## src/rtl/ring_addr_gen.sv

```systemverilog
module ring_addr_gen #(
  parameter int OFS_N    = 32,
  parameter int WORD_W   = 16,
  parameter int DATA_W   = 24,
  parameter int CTR_W    = 16,
  parameter int AREG_W   = 12,
  parameter int BASE_W   = 8,
  parameter int PAGE_SH  = 12,
  parameter int STEP_W   = 7,
  parameter int ADDR_W   = 20,
  parameter logic [15:0] RING_RST = 16'h8000,
  localparam int SEL_W   = $clog2(OFS_N),
  localparam int SUM_W   = WORD_W + 2,
  localparam int PAD_W   = DATA_W - WORD_W,
  localparam int TOP_W   = DATA_W - 16
) (
  input  logic              clk,
  input  logic              rst_n,
  input  logic              ofs_we,
  input  logic [SEL_W-1:0]  ofs_wsel,
  input  logic [WORD_W-1:0] ofs_wdata,
  input  logic              len_we,
  input  logic [WORD_W-1:0] len_wdata,
  input  logic [BASE_W-1:0] ring_base,
  input  logic              step_valid,
  input  logic [STEP_W-1:0] step_idx,
  input  logic [SEL_W-1:0]  ofs_sel,
  input  logic              tbl_mode,
  input  logic              use_areg,
  input  logic              next_word,
  input  logic              rd_req,
  input  logic              wr_req,
  input  logic              raw_fmt,
  input  logic [CTR_W-1:0]  sample_ctr,
  input  logic              areg_load,
  input  logic [1:0]        shift_mode,
  input  logic [DATA_W-1:0] shifted,
  input  logic [DATA_W-1:0] inputs,
  input  logic [WORD_W-1:0] pk_word,
  input  logic [DATA_W-1:0] unpk_word,
  input  logic [WORD_W-1:0] rd_word,
  output logic [ADDR_W-1:0] mem_addr,
  output logic              mem_rd,
  output logic              mem_wr,
  output logic              mem_raw,
  output logic [WORD_W-1:0] mem_wdata,
  output logic              conflict,
  output logic [DATA_W-1:0] memval
);

  logic [WORD_W-1:0] ofs_tbl [OFS_N];
  logic [WORD_W-1:0] ring_len;
  logic [AREG_W-1:0] areg;
  logic [SUM_W-1:0]  sum;
  logic [WORD_W-1:0] wrapped;
  logic [ADDR_W-1:0] next_addr;
  logic              odd, clash, any_req;
  logic [AREG_W-1:0] areg_next;

  assign odd     = step_idx[0];
  assign clash   = rd_req & wr_req;
  assign any_req = rd_req | wr_req;

  assign sum = SUM_W'(ofs_tbl[ofs_sel])
             + (tbl_mode ? SUM_W'(0) : SUM_W'(sample_ctr))
             + (use_areg ? SUM_W'(areg) : SUM_W'(0))
             + SUM_W'(next_word);

  assign wrapped   = tbl_mode ? sum[WORD_W-1:0]
                              : (sum[WORD_W-1:0] & (ring_len - WORD_W'(1)));
  assign next_addr = ADDR_W'(wrapped) + (ADDR_W'(ring_base) << PAGE_SH);

  assign areg_next = (shift_mode == 2'd3)
                   ? shifted[DATA_W-1 -: AREG_W]
                   : {{(AREG_W-TOP_W){inputs[DATA_W-1]}}, inputs[DATA_W-1 -: TOP_W]};

  always_ff @(posedge clk or negedge rst_n) begin
    if (!rst_n) begin
      for (int i = 0; i < OFS_N; i++) ofs_tbl[i] <= '0;
      ring_len  <= RING_RST[WORD_W-1:0];
      areg      <= '0;
      mem_addr  <= '0;
      mem_rd    <= 1'b0;
      mem_wr    <= 1'b0;
      mem_raw   <= 1'b0;
      mem_wdata <= '0;
      conflict  <= 1'b0;
      memval    <= '0;
    end else begin
      if (ofs_we) ofs_tbl[ofs_wsel] <= ofs_wdata;
      if (len_we) ring_len <= len_wdata;
      mem_rd   <= step_valid & rd_req & ~wr_req & odd;
      mem_wr   <= step_valid & wr_req & ~rd_req & odd;
      conflict <= step_valid & clash;
      if (step_valid & any_req) begin
        mem_addr  <= next_addr;
        mem_raw   <= raw_fmt;
        mem_wdata <= raw_fmt ? shifted[DATA_W-1 -: WORD_W] : pk_word;
      end
      if (step_valid & areg_load) areg <= areg_next;
      if (mem_rd) memval <= mem_raw ? {rd_word, PAD_W'(0)} : unpk_word;
    end
  end

endmodule

```

## config.mk

```make
export PLATFORM = sky130hd
export DESIGN_NAME = ring_addr_gen
export DESIGN_NICKNAME = d
export VERILOG_FILES = /design/src/rtl/ring_addr_gen.sv
export SDC_FILE = /design/constraint.sdc
export NUM_CORES = 1
export LEC_CHECK = 0
export ABC_CLOCK_PERIOD_IN_PS = 8900
export BUFFER_PORTS_ARGS = -buffer_cell sky130_fd_sc_hd__buf_2
export CORE_MARGIN = 10
export CORE_UTILIZATION = 35
export DETAILED_ROUTE_END_ITERATION = 16
export HOLD_SLACK_MARGIN = 0.05
export SETUP_SLACK_MARGIN = 0.2
export SLEW_MARGIN = 20
export SYNTH_ARGS = -nofsm -noshare
export SYNTH_HDL_FRONTEND = slang
export SYNTH_SLANG_ARGS = --single-unit
```

## constraint.sdc

```tcl
create_clock -name clk -period 8.9 [get_ports clk]
set_clock_uncertainty 0.1 [all_clocks]
set_input_delay 0.445 -clock clk [delete_from_list [all_inputs] [get_ports clk]]
set_output_delay 0.445 -clock clk [all_outputs]
set_load 0.01 [all_outputs]
```

=== After elaboration in Yosys (flattened, before gate mapping) ===
Index checks and enable logic that the tools add are counted.

* Output and inout bits: 64
* Logic and storage cells: 79
* Register bits after elaboration: 604

* Add/subtract/negate cells: 5
* Equal/unequal tests: 1
* Reductions and logical operators: 1
* Muxes and demuxes: 12
* Magnitude comparators: 3
* Bitwise logic cells: 16

{| class="wikitable"
|+ Operator list
! kind !! number
|-
| $bwmux W512 || 1
|-
| $mux W16 || 6
|-
| $bmux W16 S5 || 1
|-
| $demux W16 S5 || 1
|-
| $mux W12 || 2
|-
| $mux W24 || 1
|-
| $add A16 B20 Y20 || 1
|-
| $add A16 B1 Y16 || 1
|-
| $add A16 B12 Y16 || 1
|-
| $add A16 B16 Y16 || 1
|-
| $and A16 B16 Y16 || 1
|-
| $sub A16 B1 Y16 const B || 1
|-
| $ge A6 B6 Y1 const B || 2
|-
| $not A5 Y6 || 2
|-
| $and A1 B1 Y1 || 10
|-
| $lt A6 B1 Y1 const B || 1
|-
| $eq A2 B2 Y1 const B || 1
|-
| $not A1 Y1 || 2
|-
| $logic_and A1 B1 Y1 || 1
|-
| $or A1 B1 Y1 || 1
|}

=== Logic depth before layout (Yosys ltp) ===
* Word-level depth: 10
* Mapped depth: 26
* Mapped depth without buffers: 23

=== Worst setup path after synthesis ===
No wires, ideal clock.

* Path kind: input port to flip-flop
* From: input ofs_sel[1]
* To: register mem_addr[19]
* Library setup time: 137 ps
* Stages: 23
* Slack: 3138 ps
* Arrival: 5525 ps
* Data required time: 8663 ps
* Path buffers: 3
* Path through: buf_2 > clkbuf_1 > clkbuf_1 > mux4_2 > mux4_2 > mux2_2 > fa_1 > ha_1 > a21o_1 > a21oi_1 > a21oi_1 > o21ba_2 > o21a_1 > o21a_1 > a211oi_1 > ha_1 > a21o_1 > a21oi_1 > nor2b_1 > o21a_1 > nand3_1 > xor2_1 > o21ai_0

* Cells in the longest elaborated chain, start to end: 10

{| class="wikitable"
|+ RTL lines
! element !! RTL line !! RTL
|-
| start: declaration || 27 || <nowiki>input logic [SEL_W-1:0] ofs_sel,</nowiki>
|-
| $not A5 Y6 (implied by the code) * || 64 || <nowiki>assign sum = SUM_W'(ofs_tbl[ofs_sel])</nowiki>
|-
| $bmux W16 S5 * || 64 ||
|-
| $mux W16 (implied by the code) * (2 in series) || 64 ||
|-
| $add A16 B16 Y16 * || 65 || <nowiki>+ (tbl_mode ? SUM_W'(0) : SUM_W'(sample_ctr))</nowiki>
|-
| $add A16 B12 Y16 * || 66 || <nowiki>+ (use_areg ? SUM_W'(areg) : SUM_W'(0))</nowiki>
|-
| $add A16 B1 Y16 * || 67 || <nowiki>+ SUM_W'(next_word);</nowiki>
|-
| $and A16 B16 Y16 || 70 || <nowiki>: (sum[WORD_W-1:0] & (ring_len - WORD_W'(1)));</nowiki>
|-
| $mux W16 * || 69 || <nowiki>assign wrapped = tbl_mode ? sum[WORD_W-1:0]</nowiki>
|-
| $add A16 B20 Y20 * || 71 || <nowiki>assign next_addr = ADDR_W'(wrapped) + (ADDR_W'(ring_base) << PAGE_SH);</nowiki>
|-
| end signal: assignment || 96 || <nowiki>mem_addr <= next_addr;</nowiki>
|-
| end: declaration || 42 || <nowiki>output logic [ADDR_W-1:0] mem_addr,</nowiki>
|}

Every way passes the cells marked *; elsewhere a longest branch is shown, timed or not. The select of a mux whose other input is x is not followed.
A chain may end at the register's enable or synchronous reset.

=== Worst setup path after layout ===
* From: input ofs_sel[0]
* To: register mem_addr[18]

The elaborated chain is that of the path after synthesis.

==> flow_summary_export.csv <==
group,metric,value,unit
run_status,status,"completed",
route,antenna_left,0,
worst_setup_path,crit_buf_inv,4,
grt,grt_pass1_vias,19100,
cts,clock_sinks,604,
worst_setup_path,crit_chain,"clkbuf_8 -> buf_4 -> mux4_2 -> mux4_2 -> mux2i_1 -> fa_1 -> inv_1 -> ha_1 -> inv_1 -> fa_1 -> nor2b_1 -> o31a_1 -> o21bai_1 -> a31oi_1 -> nor2_1 -> xor2_1 -> a21oi_1 -> ha_1 -> fa_1 -> a21o_1 -> a21oi_1 -> nor2_1 -> xnor2_1 -> o21ai_0",
route,dr.pass1.iters,5,
grt,grt_usage,16.5,%
grt,antenna_found_initial,3,
worst_hold_path,hp-class,"in2reg",
power_and_ir_drop,power.total,7.85,mW
route,drt_iter0_markers,1004,
die,rows,104,
synthesis,synth_cell_types,54,
grt,use_met2,29.2,%
die,initial_core_util,35.4,%
flow_run,drv_cap,0,
worst_setup_path,reg2reg_slack,3.13,ns
cts,cts_tree,"yes",
grt,grt_overflow,0,
worst_setup_path,worstPathRequired,9.33,ns
timing,slew_violations,0,
synthesis,syn_inst,1956,
power_and_ir_drop,p_leak,15.2,nW
placed_design,io_buffers,224,
timing,fmax,158,MHz
worst_setup_path,crit_top_cell,"fa_1",
cts,numCtsBuffers,61,
cts,worstSkewPairLatency,0.62,ns
synthesis,yosys.area.top_type,"dfrtp_1",
worst_setup_path,cp_slowest_stage_delay,0.60,ns
route,vias,17600,
power_and_ir_drop,p_per_area,232,nW/µm²
timing,period_share,71.0,%
synthesis,synthArstFlopShare,100,%
synthesis,synth_seq_area_share,52.9,%
synthesis,synth_edf_count,0,
die,die_area,93400,µm²
route,drc,0,
synthesis,synth_top_flop_cell,"dfrtp_1",
route,drt_wl_total,78000,µm
synthesis,netlist_area,28600,µm²
die,die_height,306,µm
worst_setup_path,cp-end-kind,"flip-flop",
timing,final-hold-violation-count,0,
final_layout,finalNetCount,2452,
cts,htree_levels,2,
die,core-area,80700,µm²
placed_design,dp_hpwl,49700,µm
route,wl_per_cell,23.3,µm
timing,period_minus_slack,6.31,ns
timing,rsz0062_at_grt,"no",
synthesis,synth_seq_cells,604,
grt,grtUsageMet1,20.8,%
cts,cts_buffer_depth,3,
timing,relSlewSlack,31.5,%
final_layout,nFillCells,7311,
grt,met3_usage,2.46,%
worst_setup_path,crit_arrival,6.74,ns
synthesis,syn-num-nets,2184,
final_layout,mostFrequentLayoutCell,"dfrtp_1",
final_layout,drive_gt1_share,47.5,%
final_layout,syn2layout_area_growth,18.7,%
worst_setup_path,cpMaxStageDelayCell,"clkbuf_8",
synthesis,yosys_warnings,0,
cts,root_buffer,"clkbuf_16",
timing,final.setup.tns,0,ns
final_layout,final_cell_mix,"603 x dfrtp_1, 544 x mux2_2, 221 x buf_2",
worst_setup_path,crit_fanout,65,
synthesis,synthTopCellsByArea,"dfrtp_1 53%, mux2_2 21%, mux4_2 12%, clkbuf_1 1.6%, mux2i_1 1.4%",
route,viasPerCell,5.28,
placed_design,gp_congestion,0.787,
cts,post_cts_resized,0,
timing,worstMarginPinSlew,1.03,ns
power_and_ir_drop,irDropWorstVdd,161,µV
grt,grt_pass1_wl,119000,µm
worst_setup_path,crit_type,"in2reg",
cts,clk_pin_slew_worst_paths,0.07,ns
die,die_w,306,µm
synthesis,yosys.area.top_type_share,52.8,%
worst_setup_path,cp_top_family,"adder cells",
grt,grt_max_degree,180,
synthesis,syn_area_per_cell,14.6,µm²
worst_setup_path,worst_setup_path_start_kind,"input port",
die,ioPinCount,255,
grt,grt-busiest-layer,"met2",
timing,setup_viol,0,
## metrics by stage
step                std cells  worst slack (ns)  instance area [µm²]  hold WS (ns)  utilization, %
CTS                      3337              2.63                33900        0.0505            42.0
finish                   3339              2.59                33900        0.0745            42.0
global placement         3122              1.99                30800         0.360            38.2
global route             3338              2.17                33900        0.0809            42.0
detailed placement       3122              1.98                30800         0.365            38.2
floorplan                1956              3.14                28600        0.0494               -
## state kept, by name (all words and copies together), names as in the netlist
signal and flops:
mem_wr 1, mem_addr 20, memval 24, ofs_tbl 512, mem_raw 1, conflict 1, areg 12, mem_wdata 16
ring_len 16, mem_rd 1
## final timing paths
path,from,end,cells past startpoint
max,ofs_sel[0],mem_addr[18],24
min,shifted[22],mem_wdata[14],3
max reg2reg,ofs_tbl[326],mem_addr[19],21
min reg2reg,mem_wdata[14],mem_wdata[14],2
max in group asynchronous,rst_n,ofs_tbl[429],4
min in group asynchronous,rst_n,memval[15],2
## layout make-up
class                           instances  area, µm²  area share, %
Clock buffer                           90       1810           5.33
Clock inverter                         26        304          0.897
Timing Repair Buffer                  360       2450           7.23
Multi-Input combinational cell       1171      12800           37.7
Tap cell                             1060       1330           3.91
Antenna cell                            2       5.00         0.0148
Inverter                               26       97.6          0.288
Sequential cell                       604      15100           44.6
## cells by family (layout without fill, tap and decap cells)
logic type                 count (synthesis)  count (layout)  synth area share [%]
buffers and inverters                    181             502                  2.56
other                                      0               2                     0
adders and majority gates                 37              37                  1.99
and+or+nand+nor                          228             228                  3.85
xor gates and xnor gates                  33              33                  1.01
AOI/OAI and AO/OA                        135             135                  2.73
muxes                                    738             738                  34.9
DFF                                      604             604                  52.9
## cell usage after synthesis, drive strengths merged (4+ instances only)
cell type  number
mux2          544
mux4          153
o21ai          56
nand3           4
nand2          88
a31oi          10
nor3           13
clkbuf        125
a21o            6
buf            30
fa             14
and2            9
nand3b         12
a21oi          37
and3            4
xnor2          16
ha             23
mux2i          41
nor2           57
inv            26
xor2           17
nor2b          17
o21a            5
nor3b           7
dfrtp         603
## tightest hold or removal path, stage by stage
cell,delay [ns]
buf_2,0.11
mux2i_1,0.07
o21ai_0,0.13
## where the power goes
group | switching, mW | total, mW | leakage, nW | internal [mW]
clock | 1.10 | 2.68 | 1.03 | 1.58
sequential | 0.274 | 3.56 | 7.63 | 3.29
combinational | 0.700 | 1.61 | 6.56 | 0.910
total | 2.08 | 7.85 | 15.2 | 5.78
## per-layer routing
| layer | share of wire (%) | vias up |
|---|---|---|
| met3 | 3.9 | 116 |
| li1 | - | 7691 |
| met5 | 0 | - |
| met4 | 2.5 | 0 |
| met1 | 42 | 9440 |
| met2 | 52 | 374 |
## timing repair
item / 4_1_cts / 5_1_grt
setup buffers: 0 / 0
endpoints found under the hold margin: 173 / 0
hold buffers: 99 / 0
Note: power is estimated with default switching activity, not from simulation.
